### config.mk
export PLATFORM = sky130hd
export DESIGN_NAME = dac_pwr_seq
export DESIGN_NICKNAME = d
export VERILOG_FILES = /design/src/rtl/dps_pkg.sv /design/src/rtl/dps_sync.sv /design/src/rtl/dps_timer.sv /design/src/rtl/dps_fsm.sv /design/src/rtl/dac_pwr_seq.sv
export SDC_FILE = /design/constraint.sdc
export NUM_CORES = 1
export LEC_CHECK = 0
export CORE_MARGIN = 2
export CORE_UTILIZATION = 52
export CTS_CLUSTER_SIZE = 40
export DETAILED_ROUTE_END_ITERATION = 8
export GPL_ROUTABILITY_DRIVEN = 0
export PLACE_DENSITY = 0.86
export SLEW_MARGIN = 20
export SYNTH_ARGS = -nofsm -noshare
export SYNTH_HDL_FRONTEND = slang
export SYNTH_HIERARCHICAL = 1
export SYNTH_SLANG_ARGS = --single-unit
### constraint.sdc
create_clock -name clk -period 2.3 [get_ports clk]
set_input_delay 0.23 -clock clk [delete_from_list [all_inputs] [get_ports clk]]
set_output_delay 0.23 -clock clk [all_outputs]
set_load 0.01 [all_outputs]
### src/rtl/dps_pkg.sv
package dps_pkg;
   typedef enum logic [2:0] {
      ST_RESET  = 3'd0,
      ST_PWRDN  = 3'd1,
      ST_INIT   = 3'd2,
      ST_DETECT = 3'd3,
      ST_PWRUP  = 3'd4,
      ST_NORMAL = 3'd5,
      ST_MUTE   = 3'd6
   } dps_state_e;

   localparam int unsigned DPS_NIND = 6;
   // indication vector bit positions
   localparam int unsigned IX_EXT   = 5;
   localparam int unsigned IX_POR   = 4;
   localparam int unsigned IX_MCLK  = 3;
   localparam int unsigned IX_SCLK  = 2;
   localparam int unsigned IX_ROK   = 1;
   localparam int unsigned IX_RCHG  = 0;
endpackage

### src/rtl/dps_sync.sv
module dps_sync #(
   parameter int unsigned WIDTH  = 6,
   parameter int unsigned STAGES = 2
) (
   input  logic             clk,
   input  logic             rst_n,
   input  logic [WIDTH-1:0] d,
   output logic [WIDTH-1:0] q
);
   generate
      if (STAGES == 0) begin : g_bypass
         assign q = d;
      end else begin : g_chain
         logic [WIDTH-1:0] stg [STAGES];
         always_ff @(posedge clk or negedge rst_n) begin
            if (!rst_n) begin
               for (int i = 0; i < int'(STAGES); i++) stg[i] <= '0;
            end else begin
               stg[0] <= d;
               for (int i = 1; i < int'(STAGES); i++) stg[i] <= stg[i-1];
            end
         end
         assign q = stg[STAGES-1];
      end
   endgenerate
endmodule

### src/rtl/dps_timer.sv
module dps_timer #(
   parameter int unsigned CP_CYCLES = 200,
   parameter int unsigned PU_CYCLES = 100
) (
   input  logic clk,
   input  logic rst_n,
   input  logic ld_cp,
   input  logic ld_pu,
   output logic done
);
   localparam int unsigned MAXC = (CP_CYCLES > PU_CYCLES) ? CP_CYCLES : PU_CYCLES;
   localparam int unsigned TW   = $clog2(MAXC + 1);
   localparam logic [TW-1:0] CP_LD = TW'(CP_CYCLES - 1);
   localparam logic [TW-1:0] PU_LD = TW'(PU_CYCLES - 1);

   logic [TW-1:0] cnt;

   always_ff @(posedge clk or negedge rst_n) begin
      if (!rst_n)            cnt <= '0;
      else if (ld_cp)        cnt <= CP_LD;
      else if (ld_pu)        cnt <= PU_LD;
      else if (cnt != '0)    cnt <= cnt - 1'b1;
   end

   assign done = (cnt == '0);

   assert_single_load_R3: assert property (@(posedge clk) disable iff (!rst_n)
      !(ld_cp && ld_pu));
endmodule

### src/rtl/dps_fsm.sv
module dps_fsm
   import dps_pkg::*;
(
   input  logic       clk,
   input  logic       rst_n,
   input  logic [DPS_NIND-1:0] ind,
   input  logic       tmr_done,
   output logic       ld_cp,
   output logic       ld_pu,
   output dps_state_e st
);
   dps_state_e nxt;
   logic rst_ok, mclk_s, sclk_s, rok_s, rchg_s;

   assign rst_ok = ind[IX_EXT] & ind[IX_POR];
   assign mclk_s = ind[IX_MCLK];
   assign sclk_s = ind[IX_SCLK];
   assign rok_s  = ind[IX_ROK];
   assign rchg_s = ind[IX_RCHG];

   always_comb begin
      nxt   = st;
      ld_cp = 1'b0;
      ld_pu = 1'b0;
      if (!rst_ok)                nxt = ST_RESET;
      else if (st == ST_RESET)    nxt = ST_PWRDN;
      else if (!mclk_s)           nxt = ST_PWRDN;
      else begin
         unique case (st)
            ST_PWRDN:  begin nxt = ST_INIT; ld_cp = 1'b1; end
            ST_INIT:   if (tmr_done && sclk_s) nxt = ST_DETECT;
            ST_DETECT: if (rok_s) begin nxt = ST_PWRUP; ld_pu = 1'b1; end
            ST_PWRUP:  if (tmr_done) nxt = ST_NORMAL;
            ST_NORMAL: if (rchg_s || !rok_s) nxt = ST_MUTE;
            ST_MUTE:   if (rok_s && !rchg_s) nxt = ST_NORMAL;
            default:   nxt = ST_RESET;
         endcase
      end
   end

   always_ff @(posedge clk or negedge rst_n) begin
      if (!rst_n) st <= ST_RESET;
      else        st <= nxt;
   end

   assert_reset_wins_R8: assert property (@(posedge clk) disable iff (!rst_n)
      !rst_ok |=> st == ST_RESET);
   assert_mclk_loss_R9: assert property (@(posedge clk) disable iff (!rst_n)
      (rst_ok && !mclk_s) |=> st == ST_PWRDN);
   assert_precharge_hold_R3: assert property (@(posedge clk) disable iff (!rst_n)
      (st == ST_INIT && !tmr_done) |=> st != ST_DETECT);
   assert_ratio_mute_R7: assert property (@(posedge clk) disable iff (!rst_n)
      (st == ST_NORMAL && rst_ok && mclk_s && rchg_s) |=> st == ST_MUTE);
endmodule

### src/rtl/dac_pwr_seq.sv
module dac_pwr_seq
   import dps_pkg::*;
#(
   parameter int unsigned CP_CYCLES   = 200,
   parameter int unsigned PU_CYCLES   = 100,
   parameter int unsigned SYNC_STAGES = 2,
   parameter int unsigned MCLK_HZ     = 12_288_000,
   parameter int unsigned BUDGET_MS   = 50
) (
   input  logic       clk,
   input  logic       rst_n,
   input  logic       ext_rst_n,
   input  logic       por_rel,
   input  logic       mclk_ok,
   input  logic       sclk_ok,
   input  logic       ratio_ok,
   input  logic       ratio_chg,
   output logic [2:0] st_code,
   output logic       cp_en,
   output logic       core_en,
   output logic       vref_en,
   output logic       amp_en,
   output logic       pulldn_en,
   output logic       mute
);
   localparam longint START_CYC = longint'(CP_CYCLES) + longint'(PU_CYCLES)
                                  + longint'(SYNC_STAGES) + 3;
   localparam longint BUDGET_CYC = longint'(BUDGET_MS) * longint'(MCLK_HZ) / 1000;

   generate
      if (CP_CYCLES < 1 || PU_CYCLES < 1) begin : g_bad_interval
         $error("settling intervals must be at least one cycle");
      end
      if (SYNC_STAGES > 4) begin : g_bad_sync
         $error("synchroniser depth limited to four stages");
      end
      if (START_CYC >= BUDGET_CYC) begin : g_bad_budget
         $error("start-up sequence exceeds the time budget");
      end
   endgenerate

   logic [DPS_NIND-1:0] ind_raw, ind_s;
   logic       tmr_done, ld_cp, ld_pu;
   dps_state_e st;

   assign ind_raw = {ext_rst_n, por_rel, mclk_ok, sclk_ok, ratio_ok, ratio_chg};

   dps_sync #(.WIDTH(DPS_NIND), .STAGES(SYNC_STAGES)) u_sync (
      .clk(clk), .rst_n(rst_n), .d(ind_raw), .q(ind_s));

   dps_timer #(.CP_CYCLES(CP_CYCLES), .PU_CYCLES(PU_CYCLES)) u_tmr (
      .clk(clk), .rst_n(rst_n), .ld_cp(ld_cp), .ld_pu(ld_pu), .done(tmr_done));

   dps_fsm u_fsm (
      .clk(clk), .rst_n(rst_n), .ind(ind_s), .tmr_done(tmr_done),
      .ld_cp(ld_cp), .ld_pu(ld_pu), .st(st));

   always_comb begin
      st_code   = st;
      cp_en     = 1'b0;
      core_en   = 1'b0;
      vref_en   = 1'b0;
      amp_en    = 1'b0;
      pulldn_en = 1'b1;
      mute      = 1'b1;
      unique case (st)
         ST_INIT, ST_DETECT: cp_en = 1'b1;
         ST_PWRUP: begin
            cp_en = 1'b1; core_en = 1'b1; vref_en = 1'b1; amp_en = 1'b1;
         end
         ST_NORMAL, ST_MUTE: begin
            cp_en = 1'b1; core_en = 1'b1; vref_en = 1'b1; amp_en = 1'b1;
            pulldn_en = 1'b0;
            mute = (st == ST_MUTE);
         end
         default: ;
      endcase
   end

   assert_pd_after_amp_R6: assert property (@(posedge clk) disable iff (!rst_n)
      $fell(pulldn_en) |-> $past(amp_en));
   assert_amp_under_pd_R5: assert property (@(posedge clk) disable iff (!rst_n)
      $rose(amp_en) |-> (pulldn_en && mute));
endmodule

# Word-level counts from Yosys, hierarchy flattened
# Index checks and enable logic that the tools add are counted.
# word_totals
register_bits	23
latchBits	0
ram_bits	0
rom_bits	0
in_bits	8
output_inout_bits	9
wordCells	55
n_memories	0
# classes
add_sub_neg	1
multipliers	0
div	0
magnitude_cmp	0
eq_ne	11
shifts	0
mux	25
n_bitwise	1
n_reduce_logical	13
# ops
op	count
$mux W3	8
$mux W8	3
$ne A5 B5 Y1 const B	4
$pmux W3 S6	1
$mux W1	13
$eq A3 B3 Y1 const B	3
$logic_not A8 Y1	1
$reduce_bool A8 Y1	1
$sub A8 B1 Y8 const B	1
$eq A3 B2 Y1 const B	2
$ne A5 B4 Y1 const B	1
$reduce_and A5 Y1	1
$reduce_or A5 Y1	1
$eq A3 B1 Y1 const B	1
$logic_not A3 Y1	1
$reduce_bool A3 Y1	1
$reduce_or A3 Y1	1
$logic_and A1 B1 Y1	2
$logic_not A1 Y1	2
$reduce_or A2 Y1	1
$and A1 B1 Y1	1
$logic_or A1 B1 Y1	1

# Longest topological paths before layout
# logic_depth
depth_word	7
depth_mapped	9
ltp_nobuf	8

# Cells and area by module
# Netlist, hierarchy kept.
# by_module_without_submodules
mod	instances	cells_each	area_per_inst_um2	seq_area_each_um2
dps_timer	1	49	481.7	200.2
dps_sync	1	18	345.3	300.3
dps_fsm	1	31	280.3	75.1
dac_pwr_seq	1	8	55.1	0.0

# Worst setup path after synthesis
# No wires, ideal clock.
# synth_path
kind	register to register
from	reg u_tmr.cnt[0]
to	reg u_fsm.st[0]
t_arrival_ps	1943
required_ps	2177
path_slack_ps	235
stages_incl_launch_ff	10
period_less_slack_ps	2065
cell_sequence	dfrtp_1 inv_1 ha_1 or3b_2 clkbuf_1 nor2_1 nand3b_1 a31o_1 o211ai_1 nor3_2
# synth_via
elab_chain_len	4
# synth_rtl
element	line_no	text
start, declared	dps_timer.sv:16	logic [TW-1:0] cnt;
start signal, assigned	dps_timer.sv:22	else if (cnt != '0) cnt <= cnt - 1'b1;
$logic_not A8 Y1 (*)	dps_timer.sv:25	assign done = (cnt == '0);
net tmr_done	dac_pwr_seq.sv:43	logic tmr_done, ld_cp, ld_pu;
$logic_and A1 B1 Y1	dps_fsm.sv:31	ST_INIT: if (tmr_done && sclk_s) nxt = ST_DETECT;
$ne A5 B5 Y1 (no line)	-	
$reduce_and A5 Y1 (no line) (*)	-	
end signal, assigned	dps_fsm.sv:43	else st <= nxt;
end, declared	dps_fsm.sv:10	output dps_state_e st
# Mark *: on every way through the listed nets, which the timed path passes. The rest lies on a longest branch.
# A chain may end at the register's enable or synchronous reset.

# Final worst setup path
# Same ends and word-level chain as after synthesis.

==> out/metrics.cfg <==
[routing]
drc_errors = 0
initialDrtViolationCount = 10
drt-wirelength-per-cell_um = 12.9
wl_um = 1870
drtAntennaViolNets = 0
vias_per_cell = 5.64
firstDrtPassIters = 4
routed-via-count = 818

[logic_synthesis]
yosysTopAreaCell = dfrtp_1
syn-num-nets = 116
syn_inst = 106
yosysWarnings = 6
synth_common_cells = dfrtp_1, buf_4, inv_1, nand2_1, nand3b_1
synth.most_common_cell = dfrtp_1
synth_edf_count = 0
synth_cell_types = 40
synth.area.top_cells = dfrtp_1, buf_4, nand3b_1
synth_area_mm2 = 0.00116
synth_top_area_share_pct = 49.5
synthFlopType = dfrtp_1
synthArstFlopShare_pct = 100
syn_area_per_cell_um2 = 11.0
ys_ff_latch = 23
yosysSeqAreaShare_pct = 49.5

[timing]
holdWs_ns = 0.270
worst_pin_slew_ns = 0.465
setup_viol = 0
post-route-min-period_ns = 2.19
fin_ws_ns = 0.114
drv_slew = 0
hold_viol_final = 0
fmax_mhz = 457
fin_crit_sh_pct = 95.0
fin_skew_ns = 0.00820
relSlewSlack_pct = 68.9

[power_and_ir_drop]
p_comb_share_pct = 30.2
max-vdd-ir-drop_mv = 0.443
p_sw_mw = 0.373
power.density_mw_per_mm2 = 824
p_sw_share_pct = 34.4
clkPwrFrac_pct = 16.0
internal_power_mw = 0.711
design_power_total_mw = 1.08
pwr-share-seq_pct = 53.8
p_leak_nw = 0.526

[cells_and_area]
diodes = 0
drive_above_1_share_pct = 14.5
area_growth_pct = 13.1
nFillCells = 184
finalNetCount = 128

[flow_run]
max-cap-violations = 0

[global_routing]
grt_pass1_wl_um = 3550
grt_pass1_vias = 849
grt_usage_pct = 17.8
antenna_found_initial = 0
overflow = 0
grt_start_max_net_pins = 24

[placed_design]
portBuffers = 16
pre_cts_slack_ns = 0.0746
post-dp-hpwl_um = 1460

[floorplan]
die_w_um = 51.3
rows = 17
io_pins = 17
die_h_um = 51.3
core_area_mm2 = 0.00217
dieArea_mm2 = 0.00263
initial_core_util_pct = 53.6

[critical_path]
worstPathCellList = inv_1, ha_1, or3b_2, nor2_2, nand3b_1, a31o_1, o211ai_1, nor3_2
cp-start-kind = flip-flop
path_delay_family = simple AND/OR/NAND/NOR gates
cp_max_fo = 7
worstPathRequired_ns = 2.49
reg2reg_from = u_tmr/cnt[0]
worst-endpoint-arrival_ns = 2.38
startpoint = u_tmr/cnt[0]
slowest_stage = or3b_2
slowest_delay_ns = 0.54
crit_buf_inv = 1
critical_path_class = flip-flop to flip-flop
end_kind = flip-flop

[clock_network]
cts.clk_slew.worst_paths_ns = 0.12
insertion_delay_ns = 0.30
cts_root_buffer = clkbuf_4
h-tree-depth = 1
cts_max_path_buffers = 2
cts_sinks = 23
cts_buffers = 3
cts_tree = built

[hold_path]
hold_class = input port to asynchronous set/reset pin

[outcome]
status = complete, no violations

registers in the layout, summed over array words and instances, names as in the netlist:
register,count
u_sync/g_chain.stg,6
u_fsm/st,3
u_tmr/cnt,8
u_sync/q,6
layout by cell type, fill, tap and decap left out, types with 2 or more instances in the layout:
cell	count
o21a_1	3
clkdlybuf4s50_1	16
buf_4	4
nand4b_1	2
or3_1	3
nor3_1	4
nand3_1	2
a21boi_0	2
nor2_1	2
a21oi_1	2
inv_1	5
clkbuf_4	3
nand3b_1	5
dfrtp_1	23
o41ai_1	3
ha_1	2
nand2_1	5
o21ai_0	4
o211ai_1	3
a31oi_1	3
power by group through the flow:
stage                     clock (mW)  sequential (mW)  combinational [mW]
final                          0.174            0.583               0.327
after global placement             0            0.576               0.301
after CTS                      0.181            0.580               0.325
after global routing           0.202            0.597               0.381
after floorplan                    0            0.553               0.305
after detailed placement           0            0.588               0.322
routing by layer:
| metal | global-route usage (%) | vias to the layer above | share of wire, % |
|---|---|---|---|
| li1 | - | 408 | - |
| met1 | 22.3 | 381 | 41 |
| met2 | 31.2 | 25 | 53 |
| met3 | 3.51 | 4 | 4.9 |
| met4 | 5.26 | 0 | 1.2 |
| met5 | 0 | - | 0 |
metrics by stage:
step / instance area (um^2) / cells / setup TNS [ns] / utilization, %
after floorplan: 1160 / 106 / 0 / -
after global placement: 1280 / 141 / 0 / 59.2
after detailed placement: 1280 / 141 / 0 / 59.2
after CTS: 1310 / 145 / 0 / 60.5
after global routing: 1320 / 145 / -0.0194 / 60.6
final: 1320 / 145 / 0 / 60.6
worst paths after layout:
path	endpoint	slack, ns	depth (start not counted)
setup / recovery	u_fsm/st[0]	0.11	8
hold / removal	u_sync/q[0]	0.27	2
setup reg to reg	u_fsm/st[0]	0.11	8
hold reg to reg	u_sync/q[0]	0.35	0
max in group asynchronous	u_sync/g_chain.stg[8]	1.81	2
min in group clk	u_sync/q[0]	0.35	0
logic make-up after synthesis:
kind of cell,share of synthesized area (%)
AOI/OAI and AO/OA,17.0
buffers and inverters,10.4
and+or+nand+nor,20.1
adders and majority gates,2.15
xor gates and xnor gates,0.754
DFF,49.5
layout make-up:
class	count	area, um^2	share of cell area (%)
Timing Repair Buffer	20	190	14.5
Tap cell	28	35.0	2.66
Inverter	5	18.8	1.43
Sequential cell	23	576	43.8
Clock buffer	3	22.5	1.71
Multi-Input combinational cell	65	468	35.6
Clock inverter	1	5.00	0.381
worst register-to-register path: stages, from the launching register on:
cell      delay (ns)
dfrtp_1         0.44
inv_1           0.09
ha_1            0.18
or3b_2          0.54
nor2_2          0.21
nand3b_1        0.10
a31o_1          0.24
o211ai_1        0.23
nor3_2          0.05
what timing repair did:
action | 4_1_cts | 5_1_grt
resized for setup | 0 | 1
setup buffers | 0 | 0
hold buffers | 0 | 0
endpoints found under the setup margin | 0 | 2
Note: power is estimated with default switching activity, not from simulation.
